<file path="config.mk">
export PLATFORM = sky130hd
export DESIGN_NAME = flash_cmd_ctrl
export DESIGN_NICKNAME = d
export VERILOG_FILES = /design/src/rtl/flash_cmd_pkg.sv /design/src/rtl/flash_stop_timer.sv /design/src/rtl/flash_cell_array.sv /design/src/rtl/flash_cmd_fsm.sv /design/src/rtl/flash_cmd_ctrl.sv
export SDC_FILE = /design/constraint.sdc
export NUM_CORES = 1
export LEC_CHECK = 0
export BUFFER_PORTS_ARGS = -buffer_cell sky130_fd_sc_hd__buf_2
export CORE_ASPECT_RATIO = 2
export CORE_MARGIN = 4
export CORE_UTILIZATION = 60
export DETAILED_ROUTE_END_ITERATION = 8
export PLACE_DENSITY = 0.78
export SYNTH_ARGS = -nofsm -noshare
export SYNTH_HDL_FRONTEND = slang
export SYNTH_SLANG_ARGS = --single-unit
</file>
<file path="constraint.sdc">
create_clock -name clk -period 6.2 [get_ports clk]
set_input_delay 0.62 -clock clk [delete_from_list [all_inputs] [get_ports clk]]
set_output_delay 0.62 -clock clk [all_outputs]
set_load 0.01 [all_outputs]
</file>
<file path="src/rtl/flash_cmd_pkg.sv">
package flash_cmd_pkg;

  typedef enum logic [3:0] {
    M_READ,
    M_ID,
    M_RST1,
    M_PGM_SETUP,
    M_PGM_PULSE,
    M_ERS_PULSE,
    M_INACTIVE,
    M_PGM_VFY,
    M_ERS_VFY
  } mode_e;

  localparam logic [7:0] OP_READ    = 8'h00;
  localparam logic [7:0] OP_ID      = 8'h90;
  localparam logic [7:0] OP_ERASE   = 8'h20;
  localparam logic [7:0] OP_ERS_VFY = 8'hA0;
  localparam logic [7:0] OP_PROG    = 8'h40;
  localparam logic [7:0] OP_PRG_VFY = 8'hC0;
  localparam logic [7:0] OP_RESET   = 8'hFF;

  // Programming can only clear bits.
  function automatic logic [7:0] prog_merge(input logic [7:0] old_b, input logic [7:0] data_b);
    return old_b & data_b;
  endfunction

  function automatic logic [7:0] id_code(input logic sel, input logic [7:0] mfr, input logic [7:0] dev);
    return sel ? dev : mfr;
  endfunction

  function automatic logic is_pulse(input mode_e m);
    return (m == M_PGM_PULSE) || (m == M_ERS_PULSE);
  endfunction

  function automatic logic is_verify_op(input logic [7:0] op);
    return (op == OP_ERS_VFY) || (op == OP_PRG_VFY);
  endfunction

  // Next mode for a command written while no pulse or idle wait is pending.
  function automatic mode_e decode_cmd(input mode_e cur, input logic [7:0] op);
    case (op)
      OP_READ:    return M_READ;
      OP_ID:      return M_ID;
      OP_PROG:    return M_PGM_SETUP;
      OP_ERASE:   return M_ERS_PULSE;
      OP_ERS_VFY: return M_ERS_VFY;
      OP_PRG_VFY: return M_PGM_VFY;
      OP_RESET:   return (cur == M_RST1) ? M_READ : M_RST1;
      default:    return cur;
    endcase
  endfunction

endpackage

</file>
<file path="src/rtl/flash_stop_timer.sv">
module flash_stop_timer #(
  parameter int PULSE_CYC = 20,
  parameter int TW        = $clog2(PULSE_CYC + 1)
) (
  input  logic          clk,
  input  logic          rst_n,
  input  logic          run,
  output logic [TW-1:0] cnt,
  output logic          done
);

  localparam logic [TW-1:0] LAST = TW'(PULSE_CYC - 1);

  assign done = run && (cnt == LAST);

  always_ff @(posedge clk) begin
    if (!rst_n || !run) cnt <= '0;
    else if (!done)     cnt <= cnt + 1'b1;
  end

endmodule

</file>
<file path="src/rtl/flash_cell_array.sv">
module flash_cell_array
  import flash_cmd_pkg::*;
#(
  parameter int AW    = 4,
  parameter int DEPTH = 1 << AW
) (
  input  logic          clk,
  input  logic          rst_n,
  input  logic          pgm_we,
  input  logic [AW-1:0] pgm_addr,
  input  logic [7:0]    pgm_data,
  input  logic          ers_we,
  input  logic [AW-1:0] rd_addr_a,
  output logic [7:0]    rd_data_a,
  input  logic [AW-1:0] rd_addr_b,
  output logic [7:0]    rd_data_b
);

  logic [DEPTH-1:0][7:0] cells;

  for (genvar g = 0; g < DEPTH; g++) begin : g_cell
    always_ff @(posedge clk) begin
      if (!rst_n || ers_we)
        cells[g] <= 8'hFF;
      else if (pgm_we && (pgm_addr == AW'(g)))
        cells[g] <= prog_merge(cells[g], pgm_data);
    end
  end

  assign rd_data_a = cells[rd_addr_a];
  assign rd_data_b = cells[rd_addr_b];

endmodule

</file>
<file path="src/rtl/flash_cmd_fsm.sv">
module flash_cmd_fsm
  import flash_cmd_pkg::*;
#(
  parameter int AW = 4
) (
  input  logic          clk,
  input  logic          rst_n,
  input  logic          hv_ok,
  input  logic          wr_evt,
  input  logic [AW-1:0] addr,
  input  logic [7:0]    din,
  input  logic          pulse_done,
  output mode_e         mode,
  output logic          busy,
  output logic [AW-1:0] pgm_addr,
  output logic [7:0]    pgm_data,
  output logic [AW-1:0] vfy_addr,
  output logic          pgm_commit,
  output logic          ers_commit
);

  logic vfy_hit_pgm;
  logic vfy_hit_ers;

  assign vfy_hit_pgm = wr_evt && (mode == M_PGM_PULSE) && (din == OP_PRG_VFY);
  assign vfy_hit_ers = wr_evt && (mode == M_ERS_PULSE) && (din == OP_ERS_VFY);
  assign busy        = is_pulse(mode);
  assign pgm_commit  = hv_ok && (mode == M_PGM_PULSE) && (pulse_done || vfy_hit_pgm);
  assign ers_commit  = hv_ok && (mode == M_ERS_PULSE) && (pulse_done || vfy_hit_ers);

  always_ff @(posedge clk) begin
    if (!rst_n) begin
      mode     <= M_READ;
      pgm_addr <= '0;
      pgm_data <= '0;
      vfy_addr <= '0;
    end else if (!hv_ok) begin
      mode <= M_READ;
    end else begin
      case (mode)
        M_PGM_SETUP: begin
          if (wr_evt) begin
            pgm_addr <= addr;
            pgm_data <= din;
            mode     <= M_PGM_PULSE;
          end
        end
        M_PGM_PULSE: begin
          if (vfy_hit_pgm) begin
            mode     <= M_PGM_VFY;
            vfy_addr <= addr;
          end else if (pulse_done) begin
            mode <= M_INACTIVE;
          end
        end
        M_ERS_PULSE: begin
          if (vfy_hit_ers) begin
            mode     <= M_ERS_VFY;
            vfy_addr <= addr;
          end else if (pulse_done) begin
            mode <= M_INACTIVE;
          end
        end
        M_INACTIVE: begin
          if (wr_evt && (is_verify_op(din) || din == OP_RESET)) begin
            mode <= decode_cmd(mode, din);
            if (is_verify_op(din)) vfy_addr <= addr;
          end
        end
        default: begin
          if (wr_evt) begin
            mode <= decode_cmd(mode, din);
            if (is_verify_op(din)) vfy_addr <= addr;
          end
        end
      endcase
    end
  end

endmodule

</file>
<file path="src/rtl/flash_cmd_ctrl.sv">
module flash_cmd_ctrl
  import flash_cmd_pkg::*;
#(
  parameter int          AW        = 4,
  parameter int          PULSE_CYC = 20,
  parameter logic [7:0]  MFR_CODE  = 8'h5A,
  parameter logic [7:0]  DEV_CODE  = 8'hB3
) (
  input  logic          clk,
  input  logic          rst_n,
  input  logic          ce_n,
  input  logic          oe_n,
  input  logic          we_n,
  input  logic          id_pin,
  input  logic          hv_ok,
  input  logic [AW-1:0] addr,
  input  logic [7:0]    din,
  output logic [7:0]    dout,
  output logic          dout_en,
  output logic          busy
);

  localparam int TW    = $clog2(PULSE_CYC + 1);
  localparam int DEPTH = 1 << AW;

  mode_e          mode;
  logic           wr_evt;
  logic           rd_evt;
  logic           pulse_done;
  logic [TW-1:0]  tmr_cnt;
  logic [AW-1:0]  pgm_addr;
  logic [7:0]     pgm_data;
  logic [AW-1:0]  vfy_addr;
  logic           pgm_commit;
  logic           ers_commit;
  logic [7:0]     arr_bus;
  logic [7:0]     arr_vfy;

  assign wr_evt = !ce_n && !we_n && oe_n;
  assign rd_evt = !ce_n && !oe_n && we_n;

  flash_cmd_fsm #(.AW(AW)) u_fsm (
    .clk        (clk),
    .rst_n      (rst_n),
    .hv_ok      (hv_ok),
    .wr_evt     (wr_evt),
    .addr       (addr),
    .din        (din),
    .pulse_done (pulse_done),
    .mode       (mode),
    .busy       (busy),
    .pgm_addr   (pgm_addr),
    .pgm_data   (pgm_data),
    .vfy_addr   (vfy_addr),
    .pgm_commit (pgm_commit),
    .ers_commit (ers_commit)
  );

  flash_stop_timer #(.PULSE_CYC(PULSE_CYC), .TW(TW)) u_timer (
    .clk   (clk),
    .rst_n (rst_n),
    .run   (busy),
    .cnt   (tmr_cnt),
    .done  (pulse_done)
  );

  flash_cell_array #(.AW(AW), .DEPTH(DEPTH)) u_array (
    .clk       (clk),
    .rst_n     (rst_n),
    .pgm_we    (pgm_commit),
    .pgm_addr  (pgm_addr),
    .pgm_data  (pgm_data),
    .ers_we    (ers_commit),
    .rd_addr_a (addr),
    .rd_data_a (arr_bus),
    .rd_addr_b (vfy_addr),
    .rd_data_b (arr_vfy)
  );

  always_comb begin
    dout_en = rd_evt;
    if (!rd_evt)
      dout = 8'h00;
    else if (id_pin || mode == M_ID)
      dout = id_code(addr[0], MFR_CODE, DEV_CODE);
    else if (mode == M_PGM_VFY || mode == M_ERS_VFY)
      dout = arr_vfy;
    else
      dout = arr_bus;
  end

endmodule

</file>
## After elaboration in Yosys (flattened, before gate mapping)

Cells that the tools add are included.

| word-level totals | value |
|---|---|
| bits in registers | 153 |
| bits of input ports | 19 |
| output and inout port bits | 10 |
| word-level logic and storage cells | 149 |

| cells by class | value |
|---|---|
| add/subtract/negate cells | 1 |
| $lt $le $gt $ge | 2 |
| equality and inequality tests | 34 |
| multiplexer cells | 23 |
| bitwise operators | 17 |
| reductions and logical operators | 51 |

Operators by type and width:

| cell | count |
|---|---|
| 8-bit bitwise AND | 16 |
| 8-bit binary-select mux with 4-bit select | 2 |
| 8-bit two-way mux | 6 |
| 4-bit two-way mux | 11 |
| 4-bit equality test (second input constant) | 9 |
| 4-bit by 3-bit equality test with 1-bit output (second input constant) | 8 |
| 8-bit equality test (second input constant) | 4 |
| 4-bit one-hot mux with 4 select lines | 2 |
| 1-bit logical AND | 30 |
| 4-bit one-hot mux with 7 select lines | 1 |
| 4-bit by 2-bit equality test with 1-bit output (second input constant) | 4 |
| 4-bit by 5-bit less-than comparator with 1-bit output (second input constant) | 2 |
| 1-bit logical OR | 9 |
| 4-bit by 1-bit equality test with 1-bit output (second input constant) | 2 |
| 8-bit by 6-bit equality test with 1-bit output (second input constant) | 1 |
| 8-bit by 7-bit equality test with 1-bit output (second input constant) | 1 |
| 8-bit logical NOT | 1 |
| 2-bit by 1-bit inequality test with 1-bit output (second input constant) | 4 |
| 3-bit AND reduction | 2 |
| 6-bit AND reduction | 1 |
| 5-bit by 1-bit adder with 5-bit output (second input constant) | 1 |
| 5-bit equality test (second input constant) | 1 |
| 1-bit logical NOT | 5 |
| 4-bit logical NOT | 1 |
| 4 further kinds | 4 |

## Logic depth before layout (Yosys ltp)

Gate-level depths: netlist of the first run.

| depth | value |
|---|---|
| depth after elaboration | 8 |
| depth in mapped cells | 9 |
| depth with buffers taken out | 6 |

## Modules after synthesis

A second synthesis of the first run with hierarchy kept.

| second synthesis, totals | value |
|---|---|
| cell total of the unflattened synthesis | 797 |
| area total of the unflattened synthesis | 8003.9 um2 |

Modules (own cells, without submodules):

| module | instances | cells each | area an instance (um2) | sequential area each (um2) |
|---|---|---|---|---|
| flash_cell_array | 1 | 589 | 6346.1 | 2562.5 |
| flash_cmd_fsm | 1 | 156 | 1189.9 | 400.4 |
| flash_stop_timer | 1 | 24 | 246.5 | 100.1 |
| flash_cmd_ctrl | 1 | 28 | 221.5 | 0.0 |

## Worst setup path after synthesis of the first run

Ideal clock, no wire load.

| path | value |
|---|---|
| path kind | input to output |
| from | input addr[0] |
| to | output dout[2] |
| data arrival time | 2569 ps |
| required time | 5580 ps |
| setup slack | 3011 ps |
| cell stages on the path | 6 |
| cells stage by stage | clkbuf_1 > clkbuf_1 > mux4_2 > mux4_2 > nand3_1 > nand2_1 |

| on the way | value |
|---|---|
| longest elaborated chain between the ends | 5 |

RTL lines:

| element | RTL line | text |
|---|---|---|
| from (decl) | flash_cmd_ctrl.sv:16 | `input logic [AW-1:0] addr,` |
| 8-bit binary-select mux with 4-bit select | flash_cell_array.sv:30 | `assign rd_data_a = cells[rd_addr_a];` |
| 8-bit two-way mux (not written as such) | flash_cell_array.sv:30 |  |
| 8-bit two-way mux | flash_cmd_ctrl.sv:86 | `else if (mode == M_PGM_VFY \|\| mode == M_ERS_VFY)` |
| 8-bit two-way mux | flash_cmd_ctrl.sv:84 | `else if (id_pin \|\| mode == M_ID)` |
| 8-bit two-way mux | flash_cmd_ctrl.sv:82 | `if (!rd_evt)` |
| to (decl) | flash_cmd_ctrl.sv:18 | `output logic [7:0] dout,` |

No other way between the ends. The select of a mux whose other input is x is not followed.

## Final worst setup path of the first run

| path | value |
|---|---|
| from | input addr[0] |
| to | output dout[6] |

| on the way | value |
|---|---|
| longest elaborated chain between the ends | 5 |
| elaborated cells between the ends (all ways) | 6 |
| classes of those cells | mux (6) |

RTL lines:

| element | RTL line |
|---|---|
| 8-bit binary-select mux with 4-bit select | flash_cell_array.sv:30 |
| 8-bit two-way mux (not written as such) | flash_cell_array.sv:30 |
| 8-bit two-way mux | flash_cmd_ctrl.sv:86 |
| 8-bit two-way mux * | flash_cmd_ctrl.sv:84 |
| 8-bit two-way mux * | flash_cmd_ctrl.sv:82 |

Every way passes the cells marked *; elsewhere a longest branch is shown, timed or not. The select of a mux whose other input is x is not followed.

==> results of run 1 <==
-- layout by cell type, fill, tap and decap left out, types with 13 or more instances in the layout --
master	count
buf_2	28
clkbuf_16	17
dfxtp_1	152
mux2i_1	18
mux4_2	73
nand2_1	162
nor2_1	17
nor2b_1	18
nor3_1	13
o21ai_0	139
-- routing by layer --
layer	vias up	track usage	routed length, um
met5	-	0	0
met4	0	0.219	1650
met3	131	0.0578	1760
met2	414	0.491	11000
met1	3123	0.345	7220
li1	2815	-	-
-- logic make-up (layout without fill, tap and decap cells) --
family                   after synthesis  after routing  synth area share
AND/OR/NAND/NOR                      256            256             0.157
AO/OA/AOI/OAI                        188            188             0.138
flip-flops                           153            153             0.404
multiplexers                         102            102             0.257
buffers and inverters                 71             76            0.0361
XOR/XNOR                               5              5           0.00578
adder cells (fa/ha/maj)                1              1           0.00165
-- flip-flops by register name, summed over array words and instances (netlist names) --
| name | cells |
|---|---|
| u_array.cells | 128 |
| u_fsm.mode | 4 |
| u_fsm.pgm_addr | 4 |
| u_fsm.pgm_data | 8 |
| u_fsm.vfy_addr | 4 |
| u_timer.cnt | 5 |
-- final timing paths --
check / to / slack (ns) / cells past startpoint
setup / recovery: dout[6] / 2.61 / 6
hold / removal: u_array.cells[113]$_SDFFE_PP1P_ / 0.47 / 2
setup reg to reg: u_array.cells[112]$_SDFFE_PP1P_ / 3.23 / 5
hold reg to reg: u_array.cells[113]$_SDFFE_PP1P_ / 0.47 / 2
-- power by group through the flow --
stage / combinational (W) / sequential (W) / clock [W]
final: 0.0000769 / 0.000982 / 0.00103
after global routing: 0.0000818 / 0.000982 / 0.00107
after global placement: 0.0000742 / 0.00100 / 0
after detailed placement: 0.0000755 / 0.00100 / 0
after floorplan: 0.0000540 / 0.00100 / 0
after CTS: 0.0000758 / 0.000982 / 0.00103
-- critical path: stages --
cell,delay [ns]
buf_2,0.83
mux4_2,0.64
mux4_2,0.49
nor2_1,0.11
nor3_1,0.08
buf_2,0.18
-- metrics by stage --
| step | setup WS, ns | hold slack, ns |
|---|---|---|
| 3_5_place_dp | 2.58 | 0.462 |
| 4_1_cts | 2.57 | 0.473 |
| 6_report | 2.61 | 0.470 |
| 5_1_grt | 2.40 | 0.493 |
| 2_1_floorplan | 3.01 | 0.446 |
| 3_3_place_gp | 2.67 | 0.456 |
-- area by class of cell --
type,count,area [um2],share of cell area
inverter,11,41.3,0.00497
multi-input combinational,552,4260,0.512
clock buffer,18,429,0.0517
tap,147,184,0.0221
clock inverter,14,155,0.0187
sequential,153,3060,0.369
timing repair buffer,33,178,0.0214
==> impl_metrics.json, run 1 <==
{
  "tns_ns": 0,
  "maxSlewViolCount": 0,
  "insertion_delay_ns": 0.43,
  "coreArea_um2": 12300,
  "min_from": "u_array.cells[113]$_SDFFE_PP1P_",
  "synth_edf_count": 0,
  "synth_ff_type": "dfxtp_1",
  "fin_worst_skew_ns": 0.00852,
  "timing.rr.start": "u_fsm.mode[2]$_SDFFE_PN0P_",
  "start_util": 0.618,
  "synth_top_area_share": 0.404,
  "yosysTopAreaCell": "dfxtp_1",
  "numCtsBuffers": 17,
  "fp.dieArea_um2": 14600,
  "synth_cell_types": 50,
  "clk_pin_slew_ns": 0.06,
  "yosysMostFrequentCell": "nand2_1",
  "cts_resized": 0,
  "status": "finished clean",
  "grt_pass1_wl_um": 33700,
  "portBuffers": 28,
  "nets": 788,
  "seqPwrFrac": 0.471,
  "area_growth_pct": 9.54,
  "combPwrFrac": 0.037,
  "yosysWarnings": 0,
  "holdBufCountCts": 0,
  "dr_total_vias": 6483,
  "clock_sinks": 153,
  "antenna_found_initial": 0,
  "dp.cells": 896,
  "drive_gt1_frac": 0.204,
  "drtPass1Iterations": 7,
  "synthTopCellsByCount": "nand2_1, dfxtp_1, o21ai_0, mux4_2, clkbuf_1",
  "max_clock_freq_ghz": 0.278,
  "final_cells": 928,
  "ioPinCount": 29,
  "critPathKind": "primary input to output pin",
  "final-hold-violation-count": 0,
  "arrival_ns": 2.97,
  "viasPerCell": 6.99,
  "cp_max_fo": 35,
  "finalPower_w": 0.00209,
  "syn_nets": 796,
  "cts_buffer_depth": 2,
  "synthesis.area_um2": 7580,
  "intPower_w": 0.00158,
  "power.share.clock": 0.493,
  "drt_iter0_drc": 808,
  "syn_inst": 776,
  "cts_tree": "built",
  "swShare": 0.244,
  "die_w_um": 87.5,
  "cts-root-buf": "clkbuf_16",
  "rows": 57,
  "worst_ep_required_time_ns": 5.58,
  "fin_crit_sh": 0.580,
  "crit_start": "addr[0]",
  "finalSetupViolCount": 0,
  "cp-start-kind": "primary input",
  "grt_pass1_vias": 6371,
  "place.gp.congestion": 0.922,
  "p_leak_nw": 2.65,
  "async_reset_ff_frac": 0,
  "max_cap_viol_count": 0,
  "finish.utilization": 0.677,
  "yosys_register_bits": 153,
  "fill_cells": 924,
  "routed_wl_um": 21600,
  "wl_per_cell_um": 23.3,
  "worst_slew_pin_slew_ns": 1.29,
  "rsz0062_at_grt": "false",
  "grt_max_degree": 129,
  "hold_path_class": "flop to flop",
  "place_hpwl_um": 14200,
  "p_switching_w": 0.000509,
  "seq_area_frac_synth": 0.404,
  "p_per_area_nw_per_um2": 251,
  "irDropWorstVdd_v": 0.000208,
  "track_usage": 0.303,
  "die_y_um": 167,
  "antenna_left": 0,
  "fin_crit_ns": 3.59,
  "finalInstanceArea_um2": 8310,
  "n_antenna_cell": 0,
  "h-tree-depth": 4,
  "placed_cell_area_um2": 7720,
  "ys_top_cells_by_area": "dfxtp_1, mux4_2, o21ai_0, nand2_1, mux2i_1",
  "drc_errors": 0,
  "avgSynthCellArea_um2": 9.77,
  "grt-ovfl-total": 0,
  "crit_path_end_kind": "output pin",
  "cts_setup_buffers": 0,
  "slew-limit-headroom": 0.138
}
No activity file was read; power rests on OpenSTA's default activity.
==> run 2, diff against run 1 <==
- ABC_AREA: unset -> 1
- clock period: 6.2 -> 3.68 ns (I/O delays scaled with it)
==> run 2 against run 1 <==
Against the previous run:
- design area rose by 8.2%
- critical path depth rose by 5
- core utilization fell by 0.81 points
- flip-flop and latch count unchanged
- combinational power grew to 2.5 times the previous value
- setup slack got worse by 2.0 ns
==> impl_metrics.json, run 2 <==
{
  "cts-root-buf": "clkbuf_16",
  "ioPinCount": 29,
  "holdPathStages": 3,
  "drive_gt1_frac": 0.0912,
  "fin_crit_sh": 0.822,
  "arrival_ns": 2.66,
  "avgSynthCellArea_um2": 6.50,
  "grt_util_met2": 0.576,
  "final_common_cell": "nand2_1",
  "n_antenna_cell": 0,
  "worst-r2r-setup-slack_ns": 1.23,
  "antenna_found_initial": 0,
  "fp.dieArea_um2": 15700,
  "fill_cells": 1230,
  "fin_worst_skew_ns": 0.00943,
  "critPathKind": "flop to output pin",
  "yosysTopAreaCell": "dfxtp_1",
  "yosysWarnings": 0,
  "slew-limit-headroom": 0.415,
  "met1_usage": 0.358,
  "start_util": 0.609,
  "viasPerCell": 6.13,
  "syn_nets": 1279,
  "clock_sinks": 153,
  "nets": 1268,
  "final-hold-violation-count": 0,
  "syn_inst": 1259,
  "routed_wl_um": 25800,
  "track_usage": 0.328,
  "fin_crit_ns": 3.03,
  "grt_pass1_vias": 8208,
  "p_leak_nw": 4.18,
  "area_growth_pct": 9.79,
  "async_reset_ff_frac": 0,
  "die_w_um": 90.6,
  "grt-ovfl-total": 0,
  "p_per_area_nw_per_um2": 412,
  "clk_pin_slew_ns": 0.07,
  "crit_start": "u_fsm.vfy_addr[0]$_SDFFE_PN0P_",
  "hold_path_end": "u_fsm.pgm_data[1]$_SDFFE_PN0P_",
  "status": "finished clean",
  "wl_per_cell_um": 18.2,
  "coreArea_um2": 13400,
  "top_regs": "u_array.cells: 128 flops, u_fsm.pgm_data: 8 flops, u_timer.cnt: 5 flops",
  "most-common-layout-cells": "nand2_1, dfxtp_1, nand3_1",
  "use_met3": 0.0543,
  "place_hpwl_um": 17200,
  "cts_tree": "built",
  "worst_slew_pin_slew_ns": 0.870,
  "cts_buffer_depth": 2,
  "portBuffers": 28,
  "irDropWorstVdd_v": 0.000325,
  "timing.rr.start": "u_fsm.mode[1]$_SDFFE_PN0P_",
  "final_cells": 1416,
  "grt_max_degree": 76,
  "synth_top_area_share": 0.374,
  "max_clock_freq_ghz": 0.330,
  "largest_register_ff_count": 128,
  "tns_ns": 0,
  "synthesis.area_um2": 8190,
  "place.gp.congestion": 0.924,
  "synthTopCellsByCount": "nand2_1, dfxtp_1, nand3_1, inv_1, nor2_1",
  "synth_cell_types": 32,
  "antenna_left": 0,
  "rr_worst_depth": 8,
  "setup_ws_ns": 0.654,
  "finalSetupViolCount": 0,
  "hold_path_class": "primary input to flop",
  "holdBufCountCts": 0,
  "numCtsBuffers": 17,
  "maxSlewViolCount": 0,
  "worst_ep_required_time_ns": 3.31,
  "dp.cells": 1384,
  "die_y_um": 173,
  "cp_max_fo": 61,
  "yosysMostFrequentCell": "nand2_1",
  "cts_resized": 0,
  "cts_setup_buffers": 0,
  "grt_pass1_wl_um": 41100,
  "busiest_layer": "met2",
  "yosys_register_bits": 153,
  "synth_edf_count": 0,
  "drc_errors": 0,
  "min_from": "din[1]",
  "dp_slack_ns": 1.17,
  "drt_iter0_drc": 883,
  "dr_total_vias": 8675,
  "rr_endpoint": "u_array.cells[8]$_SDFFE_PP1P_",
  "ys_top_cells_by_area": "dfxtp_1, nand2_1, nand3_1, o211ai_1, o21ai_0",
  "cp-start-kind": "flop",
  "seq_area_frac_synth": 0.374,
  "synth_ff_type": "dfxtp_1",
  "insertion_delay_ns": 0.43,
  "h-tree-depth": 4,
  "max_cap_viol_count": 0,
  "rows": 60,
  "crit_path_end_kind": "output pin",
  "rsz0062_at_grt": "false",
  "drtPass1Iterations": 5,
  "top_register": "u_array.cells"
}
-- run 2: changes by cell type in the layout (fill, tap and decap cells not counted), moves of 18 or more --
cell,change
o21ai_0,-52
inv_1,+91
o211ai_1,+66
mux2i_1,-18
nand2_1,+198
o21ai_1,+75
mux4_2,-73
nand3_1,+137
nor2b_1,-18
a21oi_1,+34
nor2_1,+76
-- run 2: kinds of logic after synthesis --
| logic type | Yosys count | share of synthesized area |
|---|---|---|
| flops | 153 | 0.374 |
| compound gates | 288 | 0.203 |
| xor+xnor | 1 | 0.00107 |
| buf+inv | 184 | 0.0892 |
| simple gates | 632 | 0.331 |
| fa+ha+maj | 1 | 0.00153 |
-- run 2: layout make-up --
class	instances	area, um2	share of cell area
Multi-Input combinational cell	922	4410	0.491
Sequential cell	153	3070	0.341
Clock buffer	18	429	0.0477
Inverter	109	409	0.0455
Timing Repair Buffer	45	295	0.0328
Tap cell	155	194	0.0216
Clock inverter	14	186	0.0207
-- run 2: per-stage QoR --
step | utilization | hold slack (ns) | power (W) | instance area, um2
6_report | 0.669 | 0.227 | 0.00370 | 8990
5_1_grt | 0.669 | 0.236 | 0.00380 | 8990
4_1_cts | 0.669 | 0.223 | 0.00370 | 8990
3_5_place_dp | 0.623 | 0.438 | 0.00188 | 8380
3_3_place_gp | 0.623 | 0.432 | 0.00188 | 8380
2_1_floorplan | - | 0.424 | 0.00182 | 8190
-- run 2: worst max-delay path, stage by stage (launching register included) --
cell,delay [ns]
dfxtp_4,0.79
inv_1,0.47
nand2_1,0.18
nand3_1,0.10
nand3_1,0.10
nand3_1,0.10
nand2_1,0.11
nand2_1,0.05
nand3_1,0.09
nand2_1,0.05
inv_1,0.07
buf_2,0.12
-- run 2: per-layer routing --
metal  up-vias  wire, um  share of wire
li1       4150         -              -
met1      3972      9370           0.36
met2       417     12900           0.50
met3       136      1670          0.065
met4         0      1870          0.072
met5         -         0              0
-- run 2: worst max path at each step --
stage | cells after the start | end
floorplan | 9 | dout[2]
global placement | 11 | dout[6]
detailed placement | 11 | dout[6]
CTS | 11 | dout[1]
global route | 9 | dout[6]
finish | 11 | dout[1]
-- run 2: where the power goes --
| group | internal, W | switching, W |
|---|---|---|
| Clock | 0.00109 | 0.000766 |
| Combinational | 0.0000555 | 0.000140 |
| Sequential | 0.00165 | 0.000000387 |
==> run 3, diff against run 2 <==
- ABC_AREA: 1 -> 0
- CORE_UTILIZATION: 60 -> 56
- PLACE_DENSITY: 0.78 -> 0.76
- clock period: 3.68 -> 2.7 ns (I/O delays scaled with it)
==> run 3 against run 2 <==
Against the previous run:
- combinational power is 2% higher
- via count is 23% lower
- clock-buffer cell count is 2 higher
- cell count is 32% lower
- critical endpoint is now dout[2]
==> impl_metrics.json, run 3 (synthesis results as in run 1) <==
{
  "multi_input_area_um2": 4280,
  "portBuffers": 28,
  "die_w_um": 90.3,
  "ff_latch_area_um2": 3070,
  "rows": 59,
  "rr_endpoint": "u_array.cells[23]$_SDFFE_PP1P_",
  "irDropWorstVdd_v": 0.000362,
  "seqPwrFrac": 0.466,
  "crit_end": "dout[2]",
  "finalSetupViolCount": 0,
  "antenna_left": 0,
  "insertion_delay_ns": 0.42,
  "most-common-layout-cells": "nand2_1, dfxtp_1, o21ai_0",
  "fin_crit_ns": 2.64,
  "area_growth_pct": 14.2,
  "routed_wl_um": 23200,
  "intPower_w": 0.00373,
  "n_antenna_cell": 0,
  "drc_errors": 0,
  "h-tree-depth": 4,
  "final_common_cell": "nand2_1",
  "grt_pass1_wl_um": 36000,
  "swShare": 0.230,
  "cp_max_fo": 16,
  "timing.rr.start": "u_fsm.mode[1]$_SDFFE_PN0P_",
  "hold_path_class": "primary input to flop",
  "drt_iter0_drc": 752,
  "maxSlewViolCount": 0,
  "final_cells": 964,
  "top_register": "u_array.cells",
  "nets": 819,
  "cp-start-kind": "flop",
  "largest_register_ff_count": 128,
  "clk_pin_slew_ns": 0.06,
  "drive_gt1_frac": 0.240,
  "status": "finished clean",
  "cts-root-buf": "clkbuf_16",
  "fill_cells": 986,
  "place_hpwl_um": 15000,
  "p_leak_nw": 2.82,
  "track_usage": 0.299,
  "grt_max_degree": 61,
  "worst_ep_required_time_ns": 2.43,
  "final-hold-violation-count": 0,
  "p_per_area_nw_per_um2": 559,
  "critPathKind": "flop to output pin",
  "holdBufCountCts": 0,
  "crit_path_end_kind": "output pin",
  "numCtsBuffers": 17,
  "arrival_ns": 2.37,
  "worst-r2r-setup-slack_ns": 0.22,
  "clock_sinks": 153,
  "dp.cells": 931,
  "fin_hold_ws_ns": 0.162,
  "grt-ovfl-total": 0,
  "fp.dieArea_um2": 15600,
  "viasPerCell": 6.95,
  "grt_pass1_vias": 6859,
  "worst_slew_pin_slew_ns": 0.777,
  "place.gp.congestion": 0.905,
  "wl_per_cell_um": 24.1,
  "coreArea_um2": 13100,
  "ioPinCount": 29,
  "drtPass1Iterations": 6,
  "slew-limit-headroom": 0.477,
  "dr_total_vias": 6702,
  "fin_worst_skew_ns": 0.0103,
  "tns_ns": 0,
  "cts_buffer_depth": 2,
  "cts_tree": "built",
  "max_cap_viol_count": 0,
  "die_y_um": 173,
  "rsz0062_at_grt": "false",
  "max_clock_freq_ghz": 0.379,
  "p_switching_w": 0.00111,
  "start_util": 0.577,
  "antenna_found_initial": 0,
  "rr_worst_depth": 6,
  "top_regs": "u_array.cells: 128 flops, u_fsm.pgm_data: 8 flops, u_timer.cnt: 5 flops",
  "fin_crit_sh": 0.977,
  "combPwrFrac": 0.041,
  "power.share.clock": 0.493,
  "cts_setup_buffers": 0,
  "crit_start": "u_fsm.vfy_addr[0]$_SDFFE_PN0P_"
}
## run 3: cell types whose count changed in the layout (fill, tap and decap cells not counted), sizes merged, moves of 10 or more
cell,delta
o211ai,-66
mux2i,+18
nor2b,+18
nor2,-79
nand2,-211
mux4,+73
a21oi,-35
o21ai,-28
inv,-97
nor3,+10
mux2,+11
buf,+18
nand3,-138
## run 3: worst min-delay path by stage
stage,cells after the start,start,endpoint
floorplan,2,din[0],u_fsm.pgm_data[0]$_SDFFE_PN0P_
global placement,2,u_array.cells[14]$_SDFFE_PP1P_,u_array.cells[14]$_SDFFE_PP1P_
detailed placement,2,u_array.cells[45]$_SDFFE_PP1P_,u_array.cells[45]$_SDFFE_PP1P_
CTS,3,din[1],u_fsm.pgm_data[1]$_SDFFE_PN0P_
global route,3,din[1],u_fsm.pgm_data[1]$_SDFFE_PN0P_
finish,3,din[1],u_fsm.pgm_data[1]$_SDFFE_PN0P_
## run 3: critical path, stage by stage (launching register included)
cell     delay, ns
dfxtp_2       0.43
buf_12        0.22
mux4_2        0.52
mux4_2        0.47
nand3_1       0.10
nand2_1       0.06
buf_2         0.14
## run 3: final cells by class
class,instances,area share
multi-input combinational,552,0.494
sequential,153,0.354
timing repair buffer,64,0.0581
clock buffer,20,0.0516
tap,152,0.0220
clock inverter,12,0.0159
inverter,11,0.00477
## run 3: metrics by stage
step / instance area (um2) / total power, W / worst slack (ns) / utilization
final: 8660 / 0.00484 / 0.0626 / 0.659
after global routing: 8660 / 0.00497 / 0.00627 / 0.659
after CTS: 8620 / 0.00484 / 0.0388 / 0.656
after detailed placement: 8030 / 0.00250 / 0.244 / 0.611
after global placement: 8030 / 0.00250 / 0.345 / 0.611
after floorplan: 7580 / 0.00243 / 0.211 / -
## run 3: power groups by stage
| stage | sequential [W] | clock (W) | combinational, W |
|---|---|---|---|
| 3_3_place_gp | 0.00231 | 0 | 0.000191 |
| 5_1_grt | 0.00226 | 0.00250 | 0.000212 |
| 4_1_cts | 0.00226 | 0.00239 | 0.000196 |
| 6_report | 0.00226 | 0.00239 | 0.000199 |
| 3_5_place_dp | 0.00231 | 0 | 0.000195 |
| 2_1_floorplan | 0.00231 | 0 | 0.000124 |
## run 3: layer usage
metal | track usage | part of all wire | vias to the layer above
met2 | 0.510 | 0.50 | 447
met4 | 0.253 | 0.091 | 0
li1 | - | - | 2878
met3 | 0.0743 | 0.080 | 150
met1 | 0.302 | 0.32 | 3227
met5 | 0 | 0 | -
## run 3: what timing repair did
action                     4_1_cts  5_1_grt
resized for setup                2        4
cloned                           0        1
pin swaps                        0        0
setup endpoints to repair        2       21
